$ cat config.mk
export PLATFORM = sky130hd
export DESIGN_NAME = atd_read_seq
export DESIGN_NICKNAME = d
export VERILOG_FILES = /design/src/rtl/atd_pkg.sv /design/src/rtl/atd_change_det.sv /design/src/rtl/atd_cycle_timer.sv /design/src/rtl/atd_read_seq.sv
export SDC_FILE = /design/constraint.sdc
export NUM_CORES = 1
export LEC_CHECK = 0
export ABC_AREA = 1
export ABC_CLOCK_PERIOD_IN_PS = 1900
export BUFFER_PORTS_ARGS = -buffer_cell sky130_fd_sc_hd__buf_2
export CORE_MARGIN = 3
export CORE_UTILIZATION = 52
export DETAILED_ROUTE_END_ITERATION = 8
export PLACE_DENSITY = 0.81
export SLEW_MARGIN = 20
export SYNTH_ARGS = -nofsm -noshare
export SYNTH_HDL_FRONTEND = slang
export SYNTH_SLANG_ARGS = --single-unit
$ cat constraint.sdc
create_clock -name clk -period 1.9 [get_ports clk]
set_input_delay 0.19 -clock clk [delete_from_list [all_inputs] [get_ports clk]]
set_output_delay 0.19 -clock clk [all_outputs]
set_load 0.01 [all_outputs]
$ cat src/rtl/atd_pkg.sv
package atd_pkg;
   // Word-line level codes driven to the pump control.
   typedef enum logic [1:0] {
      WL_OFF   = 2'b00,
      WL_HOLD  = 2'b01,
      WL_BOOST = 2'b10
   } wl_lvl_e;
endpackage

$ cat src/rtl/atd_change_det.sv
module atd_change_det #(
   parameter int ADDR_W = 8
) (
   input  logic              clk,
   input  logic              rst_n,
   input  logic [ADDR_W-1:0] addr_i,
   input  logic              ce_n_i,
   output logic              chg_o,
   output logic              ce_q_o
);
   logic [ADDR_W-1:0] addr_q;
   logic [ADDR_W-1:0] diff;

   always_ff @(posedge clk or negedge rst_n) begin
      if (!rst_n) begin
         addr_q <= '0;
         ce_q_o <= 1'b0;
      end else begin
         addr_q <= addr_i;
         ce_q_o <= ce_n_i;
      end
   end

   // Per-bit transition detectors, merged into one change flag.
   for (genvar i = 0; i < ADDR_W; i++) begin : g_bit
      assign diff[i] = addr_i[i] ^ addr_q[i];
   end

   assign chg_o = |diff;
endmodule

$ cat src/rtl/atd_cycle_timer.sv
module atd_cycle_timer #(
   parameter int LIMIT = 4
) (
   input  logic clk,
   input  logic rst_n,
   input  logic clr_i,
   input  logic en_i,
   output logic done_o
);
   localparam int CW = $clog2(LIMIT + 1);
   localparam logic [CW-1:0] LAST = CW'(LIMIT - 1);

   logic [CW-1:0] cnt_q;

   if (LIMIT < 1) begin : g_bad_limit
      $error("atd_cycle_timer: LIMIT must be at least 1");
   end

   // Saturating counter: holds at LAST until cleared.
   always_ff @(posedge clk or negedge rst_n) begin
      if (!rst_n) begin
         cnt_q <= '0;
      end else if (clr_i) begin
         cnt_q <= '0;
      end else if (en_i && (cnt_q != LAST)) begin
         cnt_q <= cnt_q + 1'b1;
      end
   end

   assign done_o = (cnt_q == LAST);
endmodule

$ cat src/rtl/atd_read_seq.sv
module atd_read_seq
   import atd_pkg::*;
#(
   parameter int ADDR_W     = 8,
   parameter int DATA_W     = 8,
   parameter int SENSE_CYC  = 4,
   parameter int MARGIN_CYC = 3
) (
   input  logic              clk,
   input  logic              rst_n,
   input  logic [ADDR_W-1:0] addr_i,
   input  logic              ce_n_i,
   input  logic              oe_n_i,
   input  logic [DATA_W-1:0] arr_data_i,
   output logic [1:0]        wl_level_o,
   output logic              latch_stb_o,
   output logic [DATA_W-1:0] data_o,
   output logic              sleep_o,
   output logic              standby_o
);
   localparam int SLEEP_CYC = SENSE_CYC + MARGIN_CYC;

   if (ADDR_W < 1) begin : g_bad_addr
      $error("atd_read_seq: ADDR_W must be at least 1");
   end
   if (DATA_W < 1) begin : g_bad_data
      $error("atd_read_seq: DATA_W must be at least 1");
   end
   if (SENSE_CYC < 1) begin : g_bad_sense
      $error("atd_read_seq: SENSE_CYC must be at least 1");
   end
   if (MARGIN_CYC < 1) begin : g_bad_margin
      $error("atd_read_seq: MARGIN_CYC must be at least 1");
   end

   wl_lvl_e           state_q, state_d;
   logic              chg, ce_q, ce_fall, pend_q;
   logic              launch, fire, stab_clr, stab_hit;
   logic              sense_done, stab_done;
   logic              stb_q, sleep_q;
   logic [DATA_W-1:0] data_q;

   atd_change_det #(.ADDR_W(ADDR_W)) u_det (
      .clk    (clk),
      .rst_n  (rst_n),
      .addr_i (addr_i),
      .ce_n_i (ce_n_i),
      .chg_o  (chg),
      .ce_q_o (ce_q)
   );

   assign ce_fall = ce_q & ~ce_n_i;
   // A read starts on an address change, or on leaving standby with a read owed.
   assign launch   = ~ce_n_i & (chg | (ce_fall & pend_q));
   assign stab_clr = chg | launch;

   atd_cycle_timer #(.LIMIT(SENSE_CYC)) u_sense (
      .clk    (clk),
      .rst_n  (rst_n),
      .clr_i  (launch),
      .en_i   (state_q == WL_BOOST),
      .done_o (sense_done)
   );

   atd_cycle_timer #(.LIMIT(SLEEP_CYC)) u_stab (
      .clk    (clk),
      .rst_n  (rst_n),
      .clr_i  (stab_clr),
      .en_i   (1'b1),
      .done_o (stab_done)
   );

   assign fire     = (state_q == WL_BOOST) & sense_done & ~launch & ~ce_n_i;
   assign stab_hit = stab_done & ~stab_clr;

   always_comb begin
      state_d = state_q;
      if (ce_n_i) begin
         state_d = WL_OFF;
      end else if (launch) begin
         state_d = WL_BOOST;
      end else begin
         case (state_q)
            WL_BOOST: if (sense_done) state_d = WL_HOLD;
            WL_HOLD:  if (stab_hit)   state_d = WL_OFF;
            default:  state_d = WL_OFF;
         endcase
      end
   end

   always_ff @(posedge clk or negedge rst_n) begin
      if (!rst_n) begin
         state_q <= WL_OFF;
         stb_q   <= 1'b0;
         data_q  <= '0;
         sleep_q <= 1'b0;
         pend_q  <= 1'b0;
      end else begin
         state_q <= state_d;
         stb_q   <= fire;
         if (fire) begin
            data_q <= arr_data_i;
         end
         if (stab_clr) begin
            sleep_q <= 1'b0;
         end else if (stab_done) begin
            sleep_q <= 1'b1;
         end
         if (ce_n_i) begin
            pend_q <= pend_q | chg | (state_q == WL_BOOST);
         end else begin
            pend_q <= 1'b0;
         end
      end
   end

   assign wl_level_o  = state_q;
   assign latch_stb_o = stb_q;
   assign sleep_o     = sleep_q;
   assign standby_o   = ce_q;
   assign data_o      = (!ce_n_i && !oe_n_i) ? data_q : '0;
endmodule

# Yosys cells after proc, flatten, opt, wreduce, memory -nomap -nowiden

Index checks and enable logic that the tools add are counted.
Widths: inputs -> output; s select.

Register bits: 28
Bits of input ports: 20
Output and inout bits: 13
Word-level logic and storage cells: 63

Add/sub/neg operators: 2
Equality and inequality tests: 8
Multiplexer cells: 13
Bitwise logic cells: 22
Reductions and logical operators: 9

Operators with widths:

| operator            | number |
|---|---|
| $mux 3              | 4 |
| $mux 2              | 4 |
| $mux 8              | 1 |
| $ne 4x4->1 const B  | 2 |
| $reduce_or 8->1     | 1 |
| $xor 1x1->1         | 8 |
| $and 1x1->1         | 7 |
| $add 3x1->3 const B | 2 |
| $reduce_bool 2->1   | 3 |
| $or 1x1->1          | 4 |
| $pmux 2 s2          | 1 |
| $eq 3x2->1 const B  | 1 |
| $eq 3x3->1 const B  | 1 |
| $mux 1              | 3 |
| $ne 3x2->1 const B  | 1 |
| $ne 3x3->1 const B  | 1 |
| $not 1->1           | 3 |
| $eq 2x1->1 const B  | 1 |
| $eq 2x2->1 const B  | 1 |
| $logic_and 1x1->1   | 2 |
| $logic_not 1->1     | 2 |
| $reduce_and 2->1    | 1 |

# Depth between registers and ports, before layout

Gate-level depths: netlist of the first run.

Depth after elaboration: 12
Depth in mapped cells: 12
Mapped depth without buffers: 12

# Modules after synthesis

Synthesis of the first run repeated with hierarchy kept, for this count alone.

Cell total of the unflattened synthesis: 162
Area, all modules: 1393.8 µm²

Modules (own cells, without submodules):

| module                    | times used | cells an instance | area each (µm²) | sequential area each (µm²) |
|---|---|---|---|---|
| atd_read_seq              | 1          | 79                | 674.4           | 325.3 |
| atd_change_det            | 1          | 36                | 351.6           | 225.2 |
| atd_cycle_timer (u_stab)  | 1          | 25                | 185.2           | 75.1 |
| atd_cycle_timer (u_sense) | 1          | 22                | 182.7           | 75.1 |

# Least setup slack after synthesis of the first run

Ideal clock, no wire load.

Path kind: reg-to-reg
Start: register u_sense.cnt_q[0]
End: register u_sense.cnt_q[2]
Library setup time: 77 ps
Data arrival time: 1328 ps
Path slack: 494 ps
Stages on the path, launching flop included: 7
Path buffers: 0
Clock period less this slack: 1406 ps
Path through: dfrtp_1 ha_1 ha_1 inv_1 nand2_1 or2_2 a21oi_1

Cells in the longest elaborated chain, start to end: 3

RTL lines:

| element                                            | RTL line                                     | text |
|---|---|---|
| start: declaration                                 | atd_cycle_timer.sv:13                        | `logic [CW-1:0] cnt_q;` |
| start signal: assignment                           | atd_cycle_timer.sv:26                        | `cnt_q <= cnt_q + 1'b1;` |
| $add 3x1->3 / $ne 3x2->1 (equally long branches)   | atd_cycle_timer.sv:26, atd_cycle_timer.sv:25 |  |
| $mux 3 / $logic_and 1x1->1 (equally long branches) | atd_cycle_timer.sv:25                        | `end else if (en_i && (cnt_q != LAST)) begin` |
| $mux 3 / $reduce_bool 2->1 (equally long branches) | -                                            |  |

Parallel ways exist; a longest one is shown, timed or not. The select of a mux whose other input is x is not followed.
A chain may end at the register's enable or synchronous reset.

# Worst setup path after layout of the first run

Start: input addr_i[5]
End: register data_q[2]

Cells in the longest elaborated chain, start to end: 7

RTL lines:

| element                  | RTL line             | text |
|---|---|---|
| start: declaration       | atd_read_seq.sv:11   | `input logic [ADDR_W-1:0] addr_i,` |
| $xor 1x1->1              | atd_change_det.sv:26 | `assign diff[i] = addr_i[i] ^ addr_q[i];` |
| $reduce_or 8->1          | atd_change_det.sv:29 | `assign chg_o = \|diff;` |
| $or 1x1->1               | atd_read_seq.sv:54   | `assign launch = ~ce_n_i & (chg \| (ce_fall & pend_q));` |
| $and 1x1->1              | atd_read_seq.sv:54   |  |
| $not 1->1                | atd_read_seq.sv:73   | `assign fire = (state_q == WL_BOOST) & sense_done & ~launch & ~ce_n_i;` |
| $and 1x1->1 (2 in a row) | atd_read_seq.sv:73   |  |
| end signal: assignment   | atd_read_seq.sv:102  | `data_q <= arr_data_i;` |
| end: declaration         | atd_read_seq.sv:41   | `logic [DATA_W-1:0] data_q;` |

No other way between the ends.

==> results of run 1 <==
[critical path: cells and delay by family]
kind / cells / cell delay [ns]
simple gates: 10 / 0.90
buf+inv: 3 / 0.79
[stage by stage]
step           hold slack [ns]  cell area, sq um  cells  setup WS, ns
3_3_place_gp            0.2286              1541    231        0.4726
5_1_grt               0.001408              1668    244        0.2018
4_1_cts                0.01728              1668    244        0.3102
6_report               0.02511              1668    244        0.3045
2_1_floorplan          -0.1056              1350    172        0.4943
3_5_place_dp            0.2331              1541    231        0.3629
[synth_stat cells]
master / count
sky130_fd_sc_hd__nand2_1: 61
sky130_fd_sc_hd__nand2_4: 2
sky130_fd_sc_hd__nor2_4: 1
sky130_fd_sc_hd__a21oi_1: 2
sky130_fd_sc_hd__nor2_1: 21
sky130_fd_sc_hd__clkinv_4: 1
sky130_fd_sc_hd__inv_1: 32
sky130_fd_sc_hd__clkbuf_1: 1
sky130_fd_sc_hd__nand2_2: 1
sky130_fd_sc_hd__inv_2: 2
sky130_fd_sc_hd__dfrtp_1: 28
sky130_fd_sc_hd__o21ai_0: 2
sky130_fd_sc_hd__nor2_2: 2
sky130_fd_sc_hd__nor3_1: 1
sky130_fd_sc_hd__or2_2: 2
sky130_fd_sc_hd__nand3_4: 1
sky130_fd_sc_hd__ha_1: 4
sky130_fd_sc_hd__xor2_1: 1
sky130_fd_sc_hd__nand3_1: 7
[layout by cell type, fill, tap and decap left out, drive strengths merged]
master	instances
nand2	64
inv	34
clkbuf	4
o21ai	2
ha	4
xor2	1
or2	2
clkinv	1
buf	32
nor2	24
nor3	1
dfrtp	28
a21oi	2
dlygate4sd3	9
nand3	8
[path summary, 6_finish.rpt]
kind                                   from          endpoint  slack (ns)  cells past startpoint
max                               addr_i[5]         data_q[2]        0.30                     13
min                                  ce_n_i      u_det.ce_q_o        0.03                      1
max reg2reg                u_sense.cnt_q[0]  u_sense.cnt_q[2]        0.34                      6
min reg2reg                       data_q[4]         data_q[4]        0.50                      2
max in group asynchronous             rst_n  u_sense.cnt_q[0]        1.14                      2
min in group asynchronous             rst_n   u_det.addr_q[1]        0.38                      2
[sequential cells by signal (all words and copies together), names as in the netlist]
| name | cells |
|---|---|
| pend_q | 1 |
| latch_stb_o | 1 |
| wl_level_o | 2 |
| u_det.addr_q | 8 |
| u_sense.cnt_q | 3 |
| data_q | 8 |
| sleep_o | 1 |
| u_stab.cnt_q | 3 |
| u_det.ce_q_o | 1 |
[where the power goes]
group	switching, mW	internal, mW	leakage, nW
Combinational	0.0876	0.0697	0.591
Clock	0.170	0.117	0.0210
Sequential	0.0229	0.635	0.362
Total	0.280	0.822	0.974
[logic make-up after synthesis]
kind of cell / after synthesis
DFF: 28
buffers and inverters: 36
adders and majority gates: 4
AOI/OAI and AO/OA: 4
and+or+nand+nor: 99
xor gates and xnor gates: 1
[repair_timing]
action	in CTS	in global routing
setup endpoints to repair	0	0
hold endpoints to repair	36	0
hold buffers	9	0
[layout make-up]
class	instances	share of cell area
tap	28	0.02101
inverter	35	0.08177
multi-input combinational	108	0.3053
clock buffer	4	0.02176
timing repair buffer	41	0.1500
sequential	28	0.4201
[routing by layer]
metal | track usage | vias up | part of all wire
li1 | - | 590 | -
met1 | 0.2120 | 495 | 0.44
met2 | 0.2904 | 32 | 0.48
met3 | 0.02941 | 8 | 0.056
met4 | 0.07947 | 0 | 0.026
met5 | 0 | - | 0
==> impl_results.rst, run 1 <==
.. list-table::
   :header-rows: 1

   * - Metric
     - Value
   * - Run status
     - complete, no violations
   * - Ports placed on the boundary
     - 33
   * - Startpoint type of the worst setup path
     - primary input
   * - Leak Pwr
     - 0.9740 nW
   * - Critical-path maximum fanout
     - 9
   * - Core area
     - approximately 2300 sq um
   * - Synthesized-area fraction occupied by ao, oa, aoi and oai cells
     - 0.01483
   * - Number of global-route vias before repair
     - between 1k and 1.5k
   * - DRC violations left
     - 0
   * - Top cells by area, synth
     - sky130_fd_sc_hd__dfrtp_1 52%, sky130_fd_sc_hd__nand2_1 17%, sky130_fd_sc_hd__inv_1 8.9%, sky130_fd_sc_hd__nor2_1 5.8%, sky130_fd_sc_hd__ha_1 3.7%
   * - Share of cell area taken by muxes after synthesis
     - 0
   * - Post-synthesis register bit count
     - 28
   * - Clk pin slew, worst setup/hold paths
     - 0.14 ns
   * - Cell area after technology mapping
     - 1350 sq um
   * - Post-cts resize count
     - 0
   * - Fillcell total
     - 195
   * - Most used cell, CP
     - sky130_fd_sc_hd__nand2_1
   * - Initial drt markers
     - 30
   * - Maximum capacitance violations
     - 0
   * - Area share of the largest cell type after synthesis
     - 0.5190
   * - Clock tree from TritonCTS
     - built
   * - Time the final worst path needs with I/O delays and setup
     - 1.595 ns
   * - Cell taking the most area after synthesis
     - sky130_fd_sc_hd__dfrtp_1
   * - CP max stage cell
     - sky130_fd_sc_hd__dlygate4sd3_1
   * - Detailed-route via count
     - 1,125
   * - Sequential cell area
     - 700.7 sq um
   * - Global route overflow
     - 0
   * - Y dimension of the die
     - 56.96 um
   * - Worst IR drop on VDD
     - between 600 and 700 uV
   * - PwrDens
     - between 600 and 700 nW/um^2
   * - Kind of critical path
     - in -> reg
   * - Largest incremental delay on the critical path
     - 0.54 ns
   * - Die width
     - 56.96 um
   * - Maximum clock path buffer count
     - 2
   * - Fraction of synthesized cell area in xor and xnor cells
     - 0.006487
   * - Initial core utilization
     - 0.5770
   * - Rel. slew slack
     - 0.6016
   * - Detailed Place HPWL
     - just under 2 mm
   * - Number of search-and-repair iterations in the first detailed-routing pass
     - 4
   * - Pwr Total
     - 1.103 mW
   * - Max Clk Rate
     - 0.6268 GHz
   * - Number of buffers added by the clock tree synthesis step
     - 3
   * - Root buffer cell
     - sky130_fd_sc_hd__clkbuf_4
   * - Post-detailed-routing wire length
     - 2.517 mm
   * - Mapped Cells
     - 172
   * - Final net count
     - 241
   * - First-pass GRT wire length
     - roughly 4.4 mm
   * - Final hold vios
     - 0
   * - Final worst-path cycle share
     - 0.8397
   * - RSZ-0062 raised after global routing
     - no
   * - Final setup viols
     - 0
   * - WP data required
     - 2.18 ns
   * - Post-DR vias/cell
     - 4.611
   * - Syn. warnings
     - 0
   * - Number of routed nets with antenna violations
     - 0
   * - Post-synthesis simple-gate area fraction
     - 0.3188
   * - Main combinational cell family by area after synthesis
     - simple AND/OR/NAND/NOR gates
   * - Fin Setup TNS
     - 0 ns
   * - Utilization after layout
     - 0.7128
   * - Worst skew pair latency
     - 0.32 ns
   * - WL per Instance
     - 10.32 um
   * - Die Footprint
     - 3244 sq um
   * - Critical Path, Cell by Cell
     - dlygate4sd3_1, buf_2, nand2_1, nand2_1, nor2_2, nand2_2, nor2_4, nand2_4, nand2_4, nand3_4, clkinv_4, nand2_1, nand2_1
   * - Slew at the pin closest to its max-slew limit
     - roughly 0.6 ns
   * - Seq/Total Area, Yosys
     - 0.5190
   * - Routability congestion estimate from global placement
     - 0.7558
   * - Multi-input combinational cell area
     - about 500 sq um
   * - Maximum number of pins on one net before global-route repair
     - 29
   * - Clk sinks
     - 28
   * - Std cell rows
     - 17
   * - Fraction of layout cells with a size suffix above 1
     - 0.2222
   * - Number of pins with negative max-slew slack in the final report
     - 0
   * - Global-route usage over all layers
     - 0.1711
   * - Area overhead of the layout relative to synthesis
     - 23.54%
   * - Post-CTS Setup Bufs
     - 0
   * - Average cell area after synthesis
     - 7.849 sq um
   * - Type of the worst min-delay path
     - in -> reg
   * - Count of inserted antenna diode cells
     - 0
   * - Netlist cell types
     - 19
   * - Worst setup skew after layout
     - 0.001832 ns
   * - Crit path DAT
     - 1.87 ns
   * - Area share of fa/ha/maj cells after synthesis
     - 0.03707
   * - IO Port Bufs
     - 32
   * - Kind of capture point of the worst setup path
     - flop
   * - Antenna violations before repair
     - 0
   * - Number of nets produced by synthesis
     - 196
   * - CTS HTree Levels
     - 1
Note: power is estimated with default switching activity, not from simulation.
==> inputs of run 2 (changes only) <==
- ABC_CLOCK_PERIOD_IN_PS: 1900 -> 1700
- clock period: 1.9 -> 1.7 ns (I/O delays scaled with it)
==> impl_results.rst, run 2 (synthesized netlist as in run 1, its figures left out) <==
.. list-table::
   :header-rows: 1

   * - Metric
     - Value
   * - Number of buffers added by the clock tree synthesis step
     - 3 (unchanged)
   * - Clock tree from TritonCTS
     - built
   * - Crit path max-delay family
     - simple AND/OR/NAND/NOR gates
   * - Slack of the worst reg-to-reg path
     - 0.15 ns (-0.19 ns)
   * - Final hold vios
     - 0 (unchanged)
   * - Type of the worst min-delay path
     - in -> reg
   * - Clk sinks
     - 28 (unchanged)
   * - Detailed Place HPWL
     - 1.904 mm (-2.5%)
   * - Worst skew pair latency
     - 0.33 ns (about the same)
   * - Destination of the worst register-to-register timing path
     - u_sense.cnt_q[2]
   * - Number of placed instances with taps included
     - 231 (unchanged)
   * - Share of total power in sequential cells
     - 0.593 (-0.004)
   * - WL per Instance
     - 10.34 um (+0.26%)
   * - Detailed-route via count
     - 1,135 (+0.89%)
   * - Logic gate share of total power
     - 0.145 (+0.002)
   * - Kind of capture point of the worst setup path
     - flop
   * - Number of cells traversed by the worst hold path
     - 3 (+2)
   * - Global-route usage over all layers
     - 0.1697 (-0.001426)
   * - Sw Ratio
     - 0.2567 (+0.002589)
   * - Final worst-path cycle share
     - 0.9171
   * - Worst min-delay path startpoint
     - arr_data_i[3]
   * - IO Port Bufs
     - 32 (unchanged)
   * - Leading cell type in the layout, fill and taps excluded
     - sky130_fd_sc_hd__nand2_1
   * - Die width
     - 56.96 um (unchanged)
   * - Y dimension of the die
     - 56.96 um (unchanged)
   * - RSZ-0062 raised after global routing
     - no
   * - Core area
     - 2340 sq um (unchanged)
   * - Final setup viols
     - 0 (unchanged)
   * - Clock share of power
     - 0.262 (+0.002)
   * - Commonest non-fill, non-tap cells in the layout
     - 61 x sky130_fd_sc_hd__nand2_1, 32 x sky130_fd_sc_hd__inv_1, 32 x sky130_fd_sc_hd__buf_2
   * - Final standard cell count with taps included and fillers excluded
     - 245 (+0.41%)
   * - Number of search-and-repair iterations in the first detailed-routing pass
     - 4 (unchanged)
   * - Maximum capacitance violations
     - 0 (unchanged)
   * - Die Footprint
     - 3244 sq um (unchanged)
   * - Critical Path, Cell by Cell
     - dlygate4sd3_1, buf_2, nand2_1, nand2_1, nor2_2, nand2_2, nor2_4, nand2_4, nand2_4, nand3_4, clkinv_4, nand2_1, nand2_1
   * - Buffering stage count on the worst path with inverters included
     - 3 (unchanged)
   * - Maximum clock path buffer count
     - 2 (unchanged)
   * - Worst IR drop on VDD
     - 741.8 uV (+22%)
   * - Ports placed on the boundary
     - 33 (unchanged)
   * - Largest incremental delay on the critical path
     - 0.53 ns (about the same)
   * - Routability congestion estimate from global placement
     - 0.7559 (about the same)
   * - Number of pins with negative max-slew slack in the final report
     - 0 (unchanged)
   * - Leak Pwr
     - 0.9791 nW (+0.52%)
   * - Maximum number of pins on one net before global-route repair
     - 29 (unchanged)
   * - Post-CTS Setup Bufs
     - 0 (unchanged)
   * - Fraction of layout cells with a size suffix above 1
     - 0.2212 (-0.001024)
   * - Initial core utilization
     - 0.5770 (unchanged)
   * - Final net count
     - 242 (+0.41%)
   * - Critical-path maximum fanout
     - 9 (unchanged)
   * - Post-DR vias/cell
     - 4.633 (+0.48%)
   * - Initial drt markers
     - 31 (+3.3%)
   * - Most used cell, CP
     - sky130_fd_sc_hd__nand2_1
   * - Run status
     - complete, no violations
   * - Launching point of the worst reg2reg path
     - u_sense.cnt_q[0]
   * - Worst setup skew after layout
     - 0.005542 ns (+0.003710 ns)
   * - Pint
     - 0.9216 mW (+12%)
   * - Slew at the pin closest to its max-slew limit
     - 0.5953 ns (-0.002358 ns)
   * - Area overhead of the layout relative to synthesis
     - 24.47%
   * - Rel. slew slack
     - 0.6031 (+0.001572)
   * - Number of routed nets with antenna violations
     - 0 (unchanged)
   * - Number of global-route vias before repair
     - 1,048 (+1.6%)
   * - Kind of critical path
     - in -> reg
   * - Global route overflow
     - 0 (unchanged)
   * - Fin Setup TNS
     - 0 ns (unchanged)
   * - Std cell rows
     - 17 (unchanged)
   * - Crit path DAT
     - 1.84 ns (-0.03 ns)
   * - Root buffer cell
     - sky130_fd_sc_hd__clkbuf_4
   * - Time the final worst path needs with I/O delays and setup
     - about 1.6 ns
   * - Startpoint type of the worst setup path
     - primary input
   * - WP data required
     - 1.98 ns (-0.20 ns)
   * - Post-detailed-routing wire length
     - 2.534 mm (+0.68%)
   * - CP max stage cell
     - sky130_fd_sc_hd__dlygate4sd3_1
   * - Sink of the worst hold path
     - data_q[3]
   * - Largest regs
     - data_q: 8 flops, u_det.addr_q: 8 flops
   * - Net switching power figure
     - 0.3183 mW (+14%)
   * - Max Clk Rate
     - 0.6414 GHz
   * - Worst-case reg-to-reg path depth
     - 6 (unchanged)
   * - First-pass GRT wire length
     - 4.381 mm (-0.32%)
   * - Count of inserted antenna diode cells
     - 0 (unchanged)
   * - CTS HTree Levels
     - 1 (unchanged)
   * - DRC violations left
     - 0 (unchanged)
   * - Clk pin slew, worst setup/hold paths
     - 0.15 ns (about the same)
   * - Antenna violations before repair
     - 0 (unchanged)
   * - PwrDens
     - 737.9 nW/um^2 (+12%)
-- run 2: repair_timing --
action                                  CTS  global route
hold buffers                             10             0
endpoints found under the setup margin    0             8
hold endpoints to repair                 37             0
resized for setup                         0             1
-- run 2: area by class of cell --
| class | count | area, sq um |
|---|---|---|
| clock buffer | 4 | 36.28 |
| fill | 194 | 659.4 |
| inverter | 35 | 136.4 |
| multi-input combinational | 108 | 511.7 |
| sequential | 28 | 700.7 |
| tap | 28 | 35.03 |
| timing repair buffer | 42 | 260.3 |
-- run 2: worst max path at each step --
stage | startpoint | to | slack, ns | cells after the start
2_1_floorplan | u_sense.cnt_q[0] | u_sense.cnt_q[2] | 0.29 | 6
5_1_grt | addr_i[3] | data_q[7] | 0.03 | 14
3_3_place_gp | u_sense.cnt_q[0] | u_sense.cnt_q[2] | 0.27 | 6
4_1_cts | ce_n_i | data_o[0] | 0.04 | 5
3_5_place_dp | u_sense.cnt_q[0] | u_sense.cnt_q[2] | 0.18 | 6
6_report | addr_i[5] | data_q[0] | 0.14 | 13
-- run 2: metal layers --
layer  vias to the layer above  track usage  routed length (um)
met5                         -            0                   0
met4                         0      0.06954                  59
met3                         6      0.04072                 132
met2                        27       0.2887                1249
met1                       509       0.2061                1093
li1                        593            -                   -
-- run 2: power groups by stage --
stage,registers (mW),logic [mW],clock network (mW)
finish,0.735,0.179,0.325
global route,0.741,0.206,0.366
CTS,0.735,0.180,0.328
detailed placement,0.748,0.163,0
global placement,0.745,0.155,0
floorplan,0.743,0.0962,0
-- run 2: per-stage QoR --
stage                     setup slack (ns)  power [mW]  instance area [sq um]  hold WS [ns]  utilization
after floorplan                     0.2943      0.8394                   1350       -0.1256            -
after global placement              0.2727      0.8994                   1541        0.2086       0.6588
after detailed placement            0.1788      0.9103                   1541        0.2123       0.6588
after CTS                          0.03743       1.244                   1678       0.02468       0.7171
after global routing               0.02902       1.313                   1680       0.03214       0.7182
final                               0.1409       1.240                   1680       0.02444       0.7182
-- run 2: worst min-delay path: stages --
cell	delay, ns
sky130_fd_sc_hd__buf_2	0.07
sky130_fd_sc_hd__nand2_1	0.04
sky130_fd_sc_hd__nand2_1	0.05
==> inputs of run 3 (changes only) <==
- SYNTH_HIERARCHICAL: default -> 1
==> impl_results.rst, run 3 <==
.. list-table::
   :header-rows: 1

   * - Metric
     - Value
   * - Maximum clock path buffer count
     - 2 (unchanged)
   * - Area share of the largest cell type after synthesis
     - 0.5027 (-0.01631)
   * - Worst hold-check slack
     - 0.02715 ns (+0.002708 ns)
   * - Leak Pwr
     - 0.9731 nW (-0.61%)
   * - Number of enable-type register cells in the synthesized netlist
     - 0 (unchanged)
   * - CTS HTree Levels
     - 1 (unchanged)
   * - Rel. slew slack
     - 0.5991 (-0.004029)
   * - Sequential cell area
     - 700.7 sq um (unchanged)
   * - Number of placed instances with taps included
     - 226 (-2.2%)
   * - Core area
     - 2522 sq um (+7.8%)
   * - Maximum number of pins on one net before global-route repair
     - 29 (unchanged)
   * - Mapped Cells
     - 162 (-5.8%)
   * - Crit path DAT
     - 1.81 ns (-0.03 ns)
   * - Final net count
     - 236 (-2.5%)
   * - Pwr Total
     - 1.106 mW (-11%)
   * - Cell types with the highest counts after synthesis
     - 42 x sky130_fd_sc_hd__nand2_1, 28 x sky130_fd_sc_hd__dfrtp_1, 26 x sky130_fd_sc_hd__inv_1
   * - Share of total power in sequential cells
     - 0.629 (+0.036)
   * - Critical Path, Cell by Cell
     - dlygate4sd3_1, buf_2, xnor2_1, nand2_1, nor2_1, nand2_1, inv_2, nand3_4, nor2_4, nand2_1, nand2_1
   * - Cell area after technology mapping
     - 1394 sq um (+3.2%)
   * - Fillcell total
     - 195 (+0.52%)
   * - Top cells by area, synth
     - sky130_fd_sc_hd__dfrtp_1 50%, sky130_fd_sc_hd__nand2_1 11%, sky130_fd_sc_hd__inv_1 7.0%, sky130_fd_sc_hd__nor2_1 5.1%, sky130_fd_sc_hd__o21bai_1 4.3%
   * - Final WS setup
     - 0.1491 ns (+0.008166 ns)
   * - Fraction of layout cells with a size suffix above 1
     - 0.2524 (+0.03118)
   * - Clk pin slew, worst setup/hold paths
     - 0.13 ns (-0.02 ns)
   * - Final setup viols
     - 0 (unchanged)
   * - Seq/Total Area, Yosys
     - 0.5027 (-0.01631)
   * - Antenna violations before repair
     - 0 (unchanged)
   * - RSZ-0062 raised after global routing
     - no
   * - Number of search-and-repair iterations in the first detailed-routing pass
     - 5 (+1)
   * - Clock share of power
     - 0.239 (-0.023)
   * - Initial core utilization
     - 0.5526 (-0.02443)
   * - First-pass GRT wire length
     - 4.416 mm (+0.80%)
   * - IO Port Bufs
     - 32 (unchanged)
   * - Sw Ratio
     - 0.2473 (-0.009415)
   * - Area overhead of the layout relative to synthesis
     - 24.51% (about the same)
   * - Worst skew pair latency
     - 0.32 ns (about the same)
   * - Commonest non-fill, non-tap cells in the layout
     - 42 x sky130_fd_sc_hd__nand2_1, 32 x sky130_fd_sc_hd__buf_2, 28 x sky130_fd_sc_hd__dfrtp_1
   * - Number of buffers added by the clock tree synthesis step
     - 3 (unchanged)
   * - Crit path max-delay family
     - buffers and inverters
   * - Count of inserted antenna diode cells
     - 0 (unchanged)
   * - Critical-path maximum fanout
     - 5 (-4)
   * - Net switching power figure
     - 0.2735 mW (-14%)
   * - Average cell area after synthesis
     - 8.604 sq um (+9.6%)
   * - WL per Instance
     - 10.98 um (+6.2%)
   * - Most common cell in the netlist
     - sky130_fd_sc_hd__nand2_1
   * - Share of flip-flops with an asynchronous set or reset after synthesis
     - 1.000 (unchanged)
   * - Buffering stage count on the worst path with inverters included
     - 3 (unchanged)
   * - Routability congestion estimate from global placement
     - 0.8304 (+9.9%)
   * - Pint
     - 0.8326 mW (-9.7%)
   * - Largest incremental delay on the critical path
     - 0.53 ns (about the same)
   * - Number of global-route vias before repair
     - 1,100 (+5.0%)
   * - Kind of capture point of the worst setup path
     - flop
   * - Largest regs
     - data_q: 8 flops, u_det/addr_q: 8 flops
   * - Std cell rows
     - 18 (+1)
   * - Netlist cell types
     - 21 (+2)
   * - Number of pins with negative max-slew slack in the final report
     - 0 (unchanged)
   * - Post-DR vias/cell
     - 4.675 (+0.91%)
   * - Leading cell type in the layout, fill and taps excluded
     - sky130_fd_sc_hd__nand2_1
   * - Detailed-route via count
     - 1,122 (-1.1%)
   * - Post-detailed-routing wire length
     - 2.635 mm (+4.0%)
   * - Logic gate share of total power
     - 0.131 (-0.014)
   * - Time the final worst path needs with I/O delays and setup
     - 1.551 ns (-0.008166 ns)
   * - Die width
     - 57.78 um (+1.4%)
   * - WP data required
     - 1.96 ns (-0.02 ns)
   * - Type of the worst min-delay path
     - in -> reg
   * - Clk sinks
     - 28 (unchanged)
   * - Y dimension of the die
     - 57.78 um (+1.4%)
   * - Cell taking the most area after synthesis
     - sky130_fd_sc_hd__dfrtp_1
   * - CP max stage cell
     - sky130_fd_sc_hd__dlygate4sd3_1
   * - Clock tree from TritonCTS
     - built
   * - Global route overflow
     - 0 (unchanged)
   * - Most used cell, CP
     - sky130_fd_sc_hd__nand2_1
   * - Post-CTS Setup Bufs
     - 0 (unchanged)
   * - Multi-input combinational cell area
     - 606.8 sq um (+19%)
   * - Final worst-path cycle share
     - 0.9123 (-0.004804)
   * - Slew at the pin closest to its max-slew limit
     - 0.6013 ns (+0.006044 ns)
   * - Syn. warnings
     - 6 (+6)
   * - Detailed Place HPWL
     - 1.922 mm (+0.95%)
   * - Pre-CTS worst setup slack
     - 0.2120 ns (+0.03320 ns)
   * - Worst IR drop on VDD
     - 569.5 uV (-23%)
   * - Kind of critical path
     - in -> reg
   * - Global-route usage over all layers
     - 0.1662 (-0.003481)
   * - PwrDens
     - 637.4 nW/um^2 (-14%)
   * - Main flop type after synthesis
     - sky130_fd_sc_hd__dfrtp_1
   * - Run status
     - complete, no violations
   * - Ports placed on the boundary
     - 33 (unchanged)
   * - Post-synthesis register bit count
     - 28 (unchanged)
   * - Final hold vios
     - 0 (unchanged)
   * - Maximum capacitance violations
     - 0 (unchanged)
   * - Initial drt markers
     - 9 (-71%)
   * - Startpoint type of the worst setup path
     - primary input
   * - DRC violations left
     - 0 (unchanged)
   * - Root buffer cell
     - sky130_fd_sc_hd__clkbuf_4
   * - Number of routed nets with antenna violations
     - 0 (unchanged)
   * - Worst setup skew after layout
     - 0.01269 ns (+0.007144 ns)
   * - Die Footprint
     - 3338 sq um (+2.9%)
   * - Max Clk Rate
     - 0.6448 GHz (+0.53%)
   * - Final standard cell count with taps included and fillers excluded
     - 240 (-2.0%)
   * - Fin Setup TNS
     - 0 ns (unchanged)
-- run 3: layout make-up --
class / count / share of cell area
clock buffers: 3 / 0.01298
inverters: 31 / 0.06777
multi-input cells: 107 / 0.3497
flip-flops and latches: 28 / 0.4038
well taps: 30 / 0.02163
repair buffers: 41 / 0.1442
-- run 3: timing repair --
item / CTS / global route
hold buffers: 9 / 0
hold endpoints to repair: 36 / 0
setup endpoints to repair: 0 / 15
gates resized for setup: 0 / 3
-- run 3: worst reg2reg max path, cell delays in order (launching register included) --
cell and delay (ns):
sky130_fd_sc_hd__dfrtp_1 0.40, sky130_fd_sc_hd__xnor2_1 0.16, sky130_fd_sc_hd__nand2_1 0.08, sky130_fd_sc_hd__nor2_1 0.10, sky130_fd_sc_hd__nand2_1 0.08, sky130_fd_sc_hd__inv_2 0.12, sky130_fd_sc_hd__nand3_4 0.15, sky130_fd_sc_hd__nor2_4 0.18
sky130_fd_sc_hd__nand2_1 0.07, sky130_fd_sc_hd__nand2_1 0.07
-- run 3: metrics by stage --
step,cell area [sq um],utilization
floorplan,1405,-
finish,1735,0.6880
detailed placement,1599,0.6339
global placement,1599,0.6339
CTS,1712,0.6786
global route,1735,0.6880
-- run 3: worst paths after layout --
path	from	endpoint	slack (ns)	cells after the start
min in group asynchronous	rst_n	u_stab/cnt_q[2]	0.37	2
setup / recovery	addr_i[2]	data_q[4]	0.15	11
max in group asynchronous	rst_n	data_q[0]	0.93	2
hold / removal	ce_n_i	u_det/ce_q_o	0.03	1
setup reg to reg	u_det/addr_q[2]	data_q[4]	0.23	9
hold reg to reg	sleep_o	sleep_o	0.53	2
-- run 3: power by group through the flow --
stage                     clock network [mW]  logic, mW  registers (mW)
final                                  0.265      0.145           0.696
after global routing                   0.298      0.166           0.698
after CTS                              0.268      0.145           0.696
after detailed placement                   0      0.129           0.709
after global placement                     0      0.124           0.707
after floorplan                            0     0.0676           0.708
-- run 3: cell families (layout without fill, tap and decap cells) --
logic type	Yosys count	in the layout	synth area share
AOI/OAI and AO/OA	11	11	0.05566
other	1	4	0.002690
xor gates and xnor gates	5	5	0.03142
buffers and inverters	32	75	0.08706
adders and majority gates	4	4	0.03591
DFF	28	28	0.5027
and+or+nand+nor	81	83	0.2846
-- run 3: metal layers --
metal | wire length (um) | vias up | global-route usage
met5 | 0 | - | 0
li1 | - | 585 | -
met3 | 98 | 2 | 0.02227
met2 | 1396 | 21 | 0.3048
met4 | 18 | 0 | 0.03974
met1 | 1122 | 514 | 0.2058
